`config.mk`:
```
export PLATFORM = sky130hd
export DESIGN_NAME = spare_repair_analyzer
export DESIGN_NICKNAME = d
export VERILOG_FILES = /design/src/rtl/spare_repair_pkg.sv /design/src/rtl/spare_repair_lane.sv /design/src/rtl/spare_repair_ctrl.sv /design/src/rtl/spare_repair_datapath.sv /design/src/rtl/spare_repair_analyzer.sv
export SDC_FILE = /design/constraint.sdc
export NUM_CORES = 1
export LEC_CHECK = 0
export BUFFER_PORTS_ARGS = -buffer_cell sky130_fd_sc_hd__buf_2
export CAP_MARGIN = 25
export CELL_PAD_IN_SITES_DETAIL_PLACEMENT = 0
export CELL_PAD_IN_SITES_GLOBAL_PLACEMENT = 1
export CORE_MARGIN = 2
export CORE_UTILIZATION = 40
export CTS_BUF_LIST = sky130_fd_sc_hd__clkbuf_4 sky130_fd_sc_hd__clkbuf_8 sky130_fd_sc_hd__clkbuf_16
export CTS_CLUSTER_DIAMETER = 30
export DETAILED_ROUTE_END_ITERATION = 16
export PLACE_DENSITY = 0.72
export RECOVER_POWER = 50
export SYNTH_ARGS = -nofsm -noshare
export SYNTH_HDL_FRONTEND = slang
export SYNTH_SLANG_ARGS = --single-unit
export TNS_END_PERCENT = 100
```
`constraint.sdc`:
```
create_clock -name clk -period 28.2 [get_ports clk]
set_clock_uncertainty 0.05 [all_clocks]
set_input_delay 2.82 -clock clk [delete_from_list [all_inputs] [get_ports clk]]
set_output_delay 2.82 -clock clk [all_outputs]
set_load 0.02 [all_outputs]
```
`src/rtl/spare_repair_pkg.sv`:
```
package spare_repair_pkg;

  typedef struct packed {
    logic clear;
    logic capture;
    logic latch;
  } strobe_t;

  typedef enum logic [1:0] {
    ST_IDLE = 2'd0,
    ST_RUN  = 2'd1,
    ST_DONE = 2'd2
  } ctrl_state_t;

  function automatic int choose(input int n, input int k);
    int acc;
    acc = 1;
    for (int i = 0; i < k; i++) acc = acc * (n - i) / (i + 1);
    return acc;
  endfunction

  function automatic int popBits(input int v);
    int cnt;
    cnt = 0;
    for (int i = 0; i < 31; i++) if (((v >> i) & 1) == 1) cnt++;
    return cnt;
  endfunction

  // k-th value (ascending) with exactly nr ones in nr+nc bits; bit i = step i, 1 = row
  function automatic logic [31:0] nthOrder(input int idx, input int nr, input int nc);
    int seen;
    logic [31:0] found;
    seen  = 0;
    found = '0;
    for (int v = 0; v < (1 << (nr + nc)); v++) begin
      if (popBits(v) == nr) begin
        if (seen == idx) found = 32'(v);
        seen++;
      end
    end
    return found;
  endfunction

endpackage

```
`src/rtl/spare_repair_lane.sv`:
```
module spare_repair_lane
  import spare_repair_pkg::*;
#(
  parameter int ROW_W = 6,
  parameter int COL_W = 3,
  parameter int WORD_W = 8,
  parameter int SPARE_ROWS = 2,
  parameter int SPARE_COLS = 2,
  parameter logic [31:0] ORDER = 32'h3
) (
  input  logic clk,
  input  logic rst,
  input  strobe_t strb,
  input  logic [ROW_W-1:0] failRow,
  input  logic [COL_W-1:0] failCol,
  input  logic [WORD_W-1:0] failMask,
  output logic nxtFailed,
  output logic [SPARE_ROWS-1:0][ROW_W-1:0] nxtRow,
  output logic [SPARE_ROWS-1:0] nxtRowV,
  output logic [SPARE_COLS-1:0][COL_W+$clog2(WORD_W)-1:0] nxtCol,
  output logic [SPARE_COLS-1:0] nxtColV
);
  localparam int BIT_W  = $clog2(WORD_W);
  localparam int PCOL_W = COL_W + BIT_W;
  localparam int TOTAL  = SPARE_ROWS + SPARE_COLS;
  localparam int STEP_W = $clog2(TOTAL + 1);
  localparam int RIDX_W = (SPARE_ROWS > 1) ? $clog2(SPARE_ROWS) : 1;
  localparam int CIDX_W = (SPARE_COLS > 1) ? $clog2(SPARE_COLS) : 1;

  logic failedQ;
  logic [SPARE_ROWS-1:0][ROW_W-1:0] rowQ;
  logic [SPARE_ROWS-1:0] rowVQ;
  logic [SPARE_COLS-1:0][PCOL_W-1:0] colQ;
  logic [SPARE_COLS-1:0] colVQ;

  logic [STEP_W-1:0] stepCnt;
  logic [RIDX_W-1:0] rowIdx;
  logic [CIDX_W-1:0] colIdx;
  logic [PCOL_W-1:0] physCol;
  logic covered;

  always_comb begin
    nxtFailed = failedQ;
    nxtRow    = rowQ;
    nxtRowV   = rowVQ;
    nxtCol    = colQ;
    nxtColV   = colVQ;
    stepCnt   = '0;
    rowIdx    = '0;
    colIdx    = '0;
    physCol   = '0;
    covered   = 1'b0;
    for (int r = 0; r < SPARE_ROWS; r++)
      if (rowVQ[r]) begin
        rowIdx  = rowIdx + 1'b1;
        stepCnt = stepCnt + 1'b1;
      end
    for (int c = 0; c < SPARE_COLS; c++)
      if (colVQ[c]) begin
        colIdx  = colIdx + 1'b1;
        stepCnt = stepCnt + 1'b1;
      end
    if (strb.capture && !failedQ) begin
      for (int b = 0; b < WORD_W; b++) begin
        physCol = {failCol, BIT_W'(b)};
        covered = 1'b0;
        for (int r = 0; r < SPARE_ROWS; r++)
          if (nxtRowV[r] && nxtRow[r] == failRow) covered = 1'b1;
        for (int c = 0; c < SPARE_COLS; c++)
          if (nxtColV[c] && nxtCol[c] == physCol) covered = 1'b1;
        if (failMask[b] && !covered && !nxtFailed) begin
          if (stepCnt == STEP_W'(TOTAL)) begin
            nxtFailed = 1'b1;
          end else if (ORDER[stepCnt]) begin
            nxtRow[rowIdx]  = failRow;
            nxtRowV[rowIdx] = 1'b1;
            rowIdx  = rowIdx + 1'b1;
            stepCnt = stepCnt + 1'b1;
          end else begin
            nxtCol[colIdx]  = physCol;
            nxtColV[colIdx] = 1'b1;
            colIdx  = colIdx + 1'b1;
            stepCnt = stepCnt + 1'b1;
          end
        end
      end
    end
  end

  always_ff @(posedge clk) begin
    if (rst || strb.clear) begin
      failedQ <= 1'b0;
      rowQ    <= '0;
      rowVQ   <= '0;
      colQ    <= '0;
      colVQ   <= '0;
    end else begin
      failedQ <= nxtFailed;
      rowQ    <= nxtRow;
      rowVQ   <= nxtRowV;
      colQ    <= nxtCol;
      colVQ   <= nxtColV;
    end
  end

  assert_fail_sticky_R6: assert property (@(posedge clk) disable iff (rst)
    failedQ && !strb.clear |=> failedQ);

  assert_frozen_after_fail_R6: assert property (@(posedge clk) disable iff (rst)
    failedQ && !strb.clear |=> $stable(rowQ) && $stable(colQ) && $stable(rowVQ) && $stable(colVQ));

  assert_clear_empties_R1: assert property (@(posedge clk) disable iff (rst)
    strb.clear |=> !failedQ && rowVQ == '0 && colVQ == '0);

  assert_idle_no_change_R9: assert property (@(posedge clk) disable iff (rst)
    !strb.capture && !strb.clear |=> $stable(rowVQ) && $stable(colVQ) && $stable(failedQ));

endmodule

```
`src/rtl/spare_repair_ctrl.sv`:
```
module spare_repair_ctrl
  import spare_repair_pkg::*;
(
  input  logic clk,
  input  logic rst,
  input  logic startIn,
  input  logic failValid,
  input  logic testDone,
  output strobe_t strb,
  output logic resultValid
);
  ctrl_state_t state;
  ctrl_state_t stateNext;

  always_comb begin
    strb.clear   = startIn;
    strb.capture = (state == ST_RUN) && failValid && !startIn;
    strb.latch   = (state == ST_RUN) && testDone && !startIn;
    stateNext    = state;
    if (startIn) stateNext = ST_RUN;
    else if (state == ST_RUN && testDone) stateNext = ST_DONE;
  end

  always_ff @(posedge clk) begin
    if (rst) state <= ST_IDLE;
    else     state <= stateNext;
  end

  assign resultValid = (state == ST_DONE);

  assert_done_holds_R7: assert property (@(posedge clk) disable iff (rst)
    resultValid && !startIn |=> resultValid);

  assert_done_follows_test_R8: assert property (@(posedge clk) disable iff (rst)
    state == ST_RUN && testDone && !startIn |=> resultValid);

  assert_start_drops_result_R1: assert property (@(posedge clk) disable iff (rst)
    startIn |=> !resultValid);

endmodule

```
`src/rtl/spare_repair_datapath.sv`:
```
module spare_repair_datapath
  import spare_repair_pkg::*;
#(
  parameter int ROW_W = 6,
  parameter int COL_W = 3,
  parameter int WORD_W = 8,
  parameter int SPARE_ROWS = 2,
  parameter int SPARE_COLS = 2,
  parameter int NUM_LANES = 6,
  parameter int LANE_W = 3
) (
  input  logic clk,
  input  logic rst,
  input  strobe_t strb,
  input  logic [ROW_W-1:0] failRow,
  input  logic [COL_W-1:0] failCol,
  input  logic [WORD_W-1:0] failMask,
  output logic repairable,
  output logic [LANE_W-1:0] bestLane,
  output logic [SPARE_ROWS-1:0][ROW_W-1:0] repRow,
  output logic [SPARE_ROWS-1:0] repRowValid,
  output logic [SPARE_COLS-1:0][COL_W+$clog2(WORD_W)-1:0] repCol,
  output logic [SPARE_COLS-1:0] repColValid
);
  localparam int PCOL_W = COL_W + $clog2(WORD_W);

  logic [NUM_LANES-1:0] nxtFailed;
  logic [NUM_LANES-1:0][SPARE_ROWS-1:0][ROW_W-1:0] nxtRow;
  logic [NUM_LANES-1:0][SPARE_ROWS-1:0] nxtRowV;
  logic [NUM_LANES-1:0][SPARE_COLS-1:0][PCOL_W-1:0] nxtCol;
  logic [NUM_LANES-1:0][SPARE_COLS-1:0] nxtColV;

  for (genvar k = 0; k < NUM_LANES; k++) begin : gLane
    spare_repair_lane #(
      .ROW_W(ROW_W), .COL_W(COL_W), .WORD_W(WORD_W),
      .SPARE_ROWS(SPARE_ROWS), .SPARE_COLS(SPARE_COLS),
      .ORDER(nthOrder(k, SPARE_ROWS, SPARE_COLS))
    ) uLane (
      .clk(clk), .rst(rst), .strb(strb),
      .failRow(failRow), .failCol(failCol), .failMask(failMask),
      .nxtFailed(nxtFailed[k]), .nxtRow(nxtRow[k]), .nxtRowV(nxtRowV[k]),
      .nxtCol(nxtCol[k]), .nxtColV(nxtColV[k])
    );
  end

  logic [LANE_W-1:0] selLane;
  logic anyAlive;

  always_comb begin
    selLane  = '0;
    anyAlive = 1'b0;
    for (int k = NUM_LANES - 1; k >= 0; k--)
      if (!nxtFailed[k]) begin
        selLane  = LANE_W'(k);
        anyAlive = 1'b1;
      end
  end

  always_ff @(posedge clk) begin
    if (rst || strb.clear) begin
      repairable  <= 1'b0;
      bestLane    <= '0;
      repRow      <= '0;
      repRowValid <= '0;
      repCol      <= '0;
      repColValid <= '0;
    end else if (strb.latch) begin
      repairable  <= anyAlive;
      bestLane    <= selLane;
      repRow      <= anyAlive ? nxtRow[selLane]  : '0;
      repRowValid <= anyAlive ? nxtRowV[selLane] : '0;
      repCol      <= anyAlive ? nxtCol[selLane]  : '0;
      repColValid <= anyAlive ? nxtColV[selLane] : '0;
    end
  end

  assert_no_addr_when_unrepairable_R7: assert property (@(posedge clk) disable iff (rst)
    !repairable |-> repRowValid == '0 && repColValid == '0 && bestLane == '0);

  assert_verdict_tracks_lanes_R7: assert property (@(posedge clk) disable iff (rst)
    strb.latch && !strb.clear |=> repairable == $past(|(~nxtFailed)));

endmodule

```
`src/rtl/spare_repair_analyzer.sv`:
```
module spare_repair_analyzer
  import spare_repair_pkg::*;
#(
  parameter int ROW_W = 6,
  parameter int COL_W = 3,
  parameter int WORD_W = 8,
  parameter int SPARE_ROWS = 2,
  parameter int SPARE_COLS = 2,
  localparam int PCOL_W = COL_W + $clog2(WORD_W),
  localparam int NUM_LANES = choose(SPARE_ROWS + SPARE_COLS, SPARE_ROWS),
  localparam int LANE_W = (NUM_LANES > 1) ? $clog2(NUM_LANES) : 1
) (
  input  logic clk,
  input  logic rst,
  input  logic startIn,
  input  logic failValid,
  input  logic [ROW_W-1:0] failRow,
  input  logic [COL_W-1:0] failCol,
  input  logic [WORD_W-1:0] failMask,
  input  logic testDone,
  output logic resultValid,
  output logic repairable,
  output logic [LANE_W-1:0] bestLane,
  output logic [SPARE_ROWS-1:0][ROW_W-1:0] repRow,
  output logic [SPARE_ROWS-1:0] repRowValid,
  output logic [SPARE_COLS-1:0][PCOL_W-1:0] repCol,
  output logic [SPARE_COLS-1:0] repColValid
);
  strobe_t strb;

  spare_repair_ctrl uCtrl (
    .clk(clk), .rst(rst), .startIn(startIn), .failValid(failValid),
    .testDone(testDone), .strb(strb), .resultValid(resultValid)
  );

  spare_repair_datapath #(
    .ROW_W(ROW_W), .COL_W(COL_W), .WORD_W(WORD_W),
    .SPARE_ROWS(SPARE_ROWS), .SPARE_COLS(SPARE_COLS),
    .NUM_LANES(NUM_LANES), .LANE_W(LANE_W)
  ) uData (
    .clk(clk), .rst(rst), .strb(strb),
    .failRow(failRow), .failCol(failCol), .failMask(failMask),
    .repairable(repairable), .bestLane(bestLane),
    .repRow(repRow), .repRowValid(repRowValid),
    .repCol(repCol), .repColValid(repColValid)
  );

endmodule

```
======== After elaboration in Yosys (flattened, before gate mapping) ========
Memory sizes are Yosys's and may differ from the RTL's.
Cells that the tools add are included.
Widths: inputs -> output; s select.
operators by class
  $add $sub $neg .......................... 156
  order comparisons ....................... 241
  equality and inequality tests ........... 242
  multiplexer cells ....................... 2216
  bitwise logic cells ..................... 96
  reduce and logical (&&, ||, !) cells .... 494
operators with widths
  kind                 number
  $mux 12              388
  $bwmux 12            96
  $eq 6x6->1           192
  $mux 1               902
  $mux 2               388
  $demux 6 s1          96
  $mux 6               96
  $mux 3               150
  $logic_and 1x1->1    394
  $lt 3x6->1 const B   48
  $lt 1x2->1 const B   96
  $or 2x2->2           96
  $add 3x1->3 const B  60
  $eq 3x3->1 const B   48
  $logic_not 1->1      97
  $add 1x1->1 const B  96
  $demux 1 s1          96
  $ge 1x1->1 const B   96
  $bmux 12 s3          2
  $bmux 2 s3           2
  $lt 3x4->1 const B   1
  $eq 2x1->1 const B   1
  $eq 2x2->1 const B   1
  $reduce_bool 2->1    1
  other kinds (2)      2
storage, ports and cells
  register bits after elaboration ......... 208
  bits in read-only memories .............. 384
  input bits .............................. 22
  logic and storage cells ................. 3545
  memories kept ........................... 48
memories
  name              depth  width  rd ports  clocked after memory_dff  write ports  RTL line                 text
  (no name shown)   8      1      1         0                         0            spare_repair_lane.sv:74  end else if (ORDER[stepCnt]) begin
  (no name shown)   8      1      1         0                         0            spare_repair_lane.sv:74
  (no name shown)   8      1      1         0                         0            spare_repair_lane.sv:74
  (no name shown)   8      1      1         0                         0            spare_repair_lane.sv:74
  (no name shown)   8      1      1         0                         0            spare_repair_lane.sv:74
  (no name shown)   8      1      1         0                         0            spare_repair_lane.sv:74
  42 more memories  --     --     --        --                        --           --

======== Logic depth before layout (Yosys ltp) ========
  depth after elaboration ................. 106
  gate-level depth with buffers ........... 58

======== Cells and area by module ========
A second synthesis with hierarchy kept.
unflattened totals
  cell total of the unflattened synthesis .. 4164
  area, all modules ....................... 31865.6 µm²
modules (own cells, without submodules)
  module                                     instances  cells each  area an instance (µm²)  seq. area each (µm²)
  spare_repair_lane at uData.gLane[1].uLane  1          690         5036.1                  580.6
  spare_repair_lane at uData.gLane[5].uLane  1          668         5036.1                  580.6
  spare_repair_lane at uData.gLane[3].uLane  1          608         4837.1                  580.6
  spare_repair_lane at uData.gLane[0].uLane  1          654         4820.9                  580.6
  spare_repair_lane at uData.gLane[4].uLane  1          635         4798.4                  580.6
  spare_repair_lane at uData.gLane[2].uLane  1          589         4514.3                  580.6
  spare_repair_datapath                      1          309         2722.6                  640.6
  spare_repair_ctrl                          1          11          100.1                   40.0

======== Worst setup path before layout ========
OpenSTA, ideal clock, no wires.
  path kind ............................... input to register
  start point ............................. input failCol[2]
  end point ............................... register uData.repCol[11] (netlist bit)
  library setup time ...................... 0.127 ns
  data arrival time ....................... 12.474 ns
  data required time ...................... 28.023 ns
  slack ................................... 15.549 ns
  stages .................................. 46
  path buffers ............................ 5
  path through ............................ buf_4 -> buf_4 -> xor2_1 -> nor4_1 -> or4b_2 -> nor2_1 -> mux2_2 -> inv_1 -> ha_1 -> inv_1 -> nor3_1 -> nor3_1 -> xnor2_1 -> inv_1 -> ha_1 -> inv_1 -> o211ai_1 -> xnor2_1 -> [10 not listed] -> xnor2_1 -> inv_1 -> ha_1 -> o21ai_0 -> a21oi_1 -> nor2b_1 -> inv_1 -> ha_1 -> a21oi_1 -> mux2i_1 -> o41a_1 -> o311a_1 -> buf_6 -> nor3_2 -> buf_4 -> nand2_1 -> a32o_1 -> or3b_1
on the way
  longest elaborated chain between the ends .. 103
  elaborated cells between the ends (all ways) .. 2913
RTL lines
  element                          RTL line                     text
  start: declaration               spare_repair_analyzer.sv:18  input logic [COL_W-1:0] failCol,
  $eq 6x6->1                       spare_repair_lane.sv:70      if (nxtColV[c] && nxtCol[c] == physCol) covered = 1'b1;
  $logic_and 1x1->1                spare_repair_lane.sv:70
  $mux 1 (2 in series)             spare_repair_lane.sv:70
  $mux 1                           spare_repair_lane.sv:63      if (strb.capture && !failedQ) begin
  $logic_not 1->1                  spare_repair_lane.sv:71      if (failMask[b] && !covered && !nxtFailed) begin
  $logic_and 1x1->1 (2 in series)  spare_repair_lane.sv:71
  $mux 12                          spare_repair_lane.sv:71
  $mux 12                          spare_repair_lane.sv:63
  [79 not listed]                  --
  $logic_not 1->1                  spare_repair_lane.sv:71
  $logic_and 1x1->1 (2 in series)  spare_repair_lane.sv:71
  $mux 1                           spare_repair_lane.sv:71
  $mux 1                           spare_repair_lane.sv:63
  $mux 3 (6 in series)             spare_repair_datapath.sv:53  if (!nxtFailed[k]) begin
  $bmux 12 s3                      spare_repair_datapath.sv:72  repCol <= anyAlive ? nxtCol[selLane] : '0;
  $mux 12 (implied by the code)    spare_repair_datapath.sv:72
  $mux 12 *                        spare_repair_datapath.sv:72
  end signal: assignment           spare_repair_datapath.sv:72
  end: declaration                 spare_repair_datapath.sv:22  output logic [SPARE_COLS-1:0][COL_W+$clog2(WORD_W)-1:0] repCol,
Mark *: on every way between the ends. The rest lies on a longest branch, timed or not. The select of a mux whose other input is x is not followed.
A chain may end at the register's enable or synchronous reset.

======== Final worst setup path ========
  start point ............................. input failCol[0]
  end point ............................... register uData.repCol[4] (netlist bit)
Same word-level chain as after synthesis.

==> results.cfg <==
[die]
core_area_um2 = 70300
die_area_um2 = 73300
die_h_um = 271
rows = 97
die_width_um = 271
io_pins = 55
start_util = 0.405

[worst_setup_path]
max_stage_delay_ps = 1380
path_max_fanout = 38
critPathMostFrequentCell = ha_1
worstPathBufferInverterCount = 5
cp_top_family = compound AO/OA/AOI/OAI gates
path_class = in2reg
startpoint_type = input port
cp.arrival_ps = 16850
worstSetupEndpointType = flip-flop
slowest_stage = clkbuf_1
required_ps = 28650

[place]
place_area_um2 = 29300
io_buffers = 54
hpwl_um = 84200
gp_congestion = 0.938

[cts]
clock_path_buffers = 3
cts_setup_buffers = 0
cts-root-buf = clkbuf_16
cts_hold_buf = 0
clkLatencyLatePin_ps = 570
cts-buffers-inserted = 41
clkSinkCount = 208
ctsResizeCount = 0
cts_tree = yes
htreeDepth = 2
path_clk_slew_ps = 60

[logic_synthesis]
synth_edf_count = 0
ys_ff_latch = 208
syn_nets = 4092
ys_top_cells_by_count = 474 x nor2_1, 361 x nand2_1, 208 x dfxtp_1
syn_inst = 3948
synth_top_area_frac = 0.146
async_flop_share = 0
netlist_area_um2 = 28500
synth.most_common_cell = nor2_1
ys.flop_type = dfxtp_1
ys_top_cells_by_area = dfxtp_1 15%, mux2i_1 6.6%, nor2_1 6.2%
yosysTopAreaCell = dfxtp_1
yosysSeqAreaShare = 0.146
yosysWarnings = 0
synth.avg_cell_area_um2 = 7.21
synth_cell_types = 129

[timing]
hold_viol = 0
setup_tns_ps = 0
maxSlewHeadroom = -0.848
fin_crit_ps = 16400
fmax_mhz = 61.0
setup_viol = 0
slew_viol_final = 68
worst_pin_slew_ps = 2770
rsz0062_at_grt = no
post-route-period-util = 0.582

[route]
num_vias = 30300
via_per_inst = 6.23
drtAntennaViolNets = 0
wirelength_um = 107000
drt_iter0_drc = 3110
avgRoutedWirePerCell_um = 21.9
first_pass_iters = 6
drc = 0

[power]
power.leakage_uw = 0.0115
ir_drop_mv = 0.0436
p_total_uw = 1820
p_per_area_nw_per_um2 = 59.1

[layout]
final_nets = 4042
design_area_um2 = 30700
layout-drive-gt1-share = 0.0786
diodes = 0
fill_cells = 7352
syn2layout_area_growth_pct = 7.94

[status]
violations = capacitance limit, slew limit
status = finished, violations left

[global_routing]
antenna_found_initial = 4
grt_pass1_vias = 28000
overflow = 0
grt_max_degree = 89
track_usage = 0.279
grt_pass1_wl_um = 166000

[run]
cap_violations = 2

[worst_hold_path]
hp-class = reg2reg
-- state kept, by name, indices dropped and copies added (netlist names), 3 cells and up --
name and cells:
uData.bestLane 3, uData.gLane.uLane.failedQ 6, uData.repRow 12, uData.gLane.uLane.colVQ 12, uData.gLane.uLane.colQ 72, uData.repCol 12, uData.gLane.uLane.rowQ 72, uData.gLane.uLane.rowVQ 12
-- stage by stage --
stage | worst slack [ps] | utilization | hold slack [ps] | cells
2_1_floorplan | 15550 | - | 401 | 3948
3_3_place_gp | 12000 | 0.417 | 415 | 4792
3_5_place_dp | 12360 | 0.418 | 431 | 4794
4_1_cts | 12830 | 0.439 | 442 | 4869
5_1_grt | 10320 | 0.437 | 483 | 4870
6_report | 11800 | 0.437 | 439 | 4870
-- where the power goes --
part | switching [uW] | leakage (uW) | internal (uW)
clock network | 180 | 0.000743 | 347
logic | 635 | 0.00913 | 351
registers | 5.69 | 0.00168 | 298
-- layer usage --
| layer | global-route usage | vias to the layer above | share of wire |
|---|---|---|---|
| met5 | 0 | - | 0.00015 |
| met4 | 0.0884 | 2 | 0.033 |
| met3 | 0.0217 | 151 | 0.058 |
| met2 | 0.453 | 1011 | 0.45 |
| met1 | 0.391 | 14500 | 0.46 |
| li1 | - | 14700 | - |
-- cell type report --
class | count | area [um2] | area share
Timing Repair Buffer | 89 | 475 | 0.0155
Inverter | 199 | 747 | 0.0243
Tap cell | 940 | 1180 | 0.0383
Multi-Input combinational cell | 3359 | 22700 | 0.738
Clock buffer | 55 | 1190 | 0.0388
Sequential cell | 208 | 4160 | 0.135
Clock inverter | 20 | 308 | 0.0100
-- kinds of logic after synthesis --
group | share of synthesized area
AOI/OAI and AO/OA | 0.292
xor gates and xnor gates | 0.0713
adders and majority gates | 0.0621
buffers and inverters | 0.0561
DFF | 0.146
muxes | 0.0961
and+or+nand+nor | 0.276
-- cells in the final DEF, fill, tap and decap left out, drive strengths merged, types with 43 or more instances in the layout --
cell type  instances
and2              54
xnor2            155
clkbuf            93
nor4              62
o31ai             43
nor2b             45
o21ai            195
nand3            114
nand4             71
a211oi            56
nand2b            47
nor3             114
a21oi            209
dfxtp            208
nor2             475
buf               51
mux2              72
o211ai            69
xor2              75
nand2            362
and3              49
mux2i            188
inv              204
a31oi             64
ha               122
-- worst register-to-register path, delay by kind of cell, from the launching register on --
kind / cells / cell delay, ps
flops: 1 / 430
xor+xnor: 2 / 660
mux: 4 / 1100
compound gates: 19 / 5940
buf+inv: 5 / 820
fa+ha+maj: 7 / 2000
simple gates: 8 / 3580
-- path summary, 6_finish.rpt --
path	startpoint	slack (ps)	endpoint	cells after the start
max	failCol[0]	11800	uData.repCol[4]$_SDFFE_PP0P_	41
min	uCtrl.state[1]$_SDFFE_PP0P_	440	uCtrl.state[1]$_SDFFE_PP0P_	2
max reg2reg	uData.gLane[2].uLane.rowVQ[1]$_SDFF_PP0_	13610	uData.repCol[4]$_SDFFE_PP0P_	45
min reg2reg	uCtrl.state[1]$_SDFFE_PP0P_	440	uCtrl.state[1]$_SDFFE_PP0P_	2
Power figures use the tool's default switching activity.
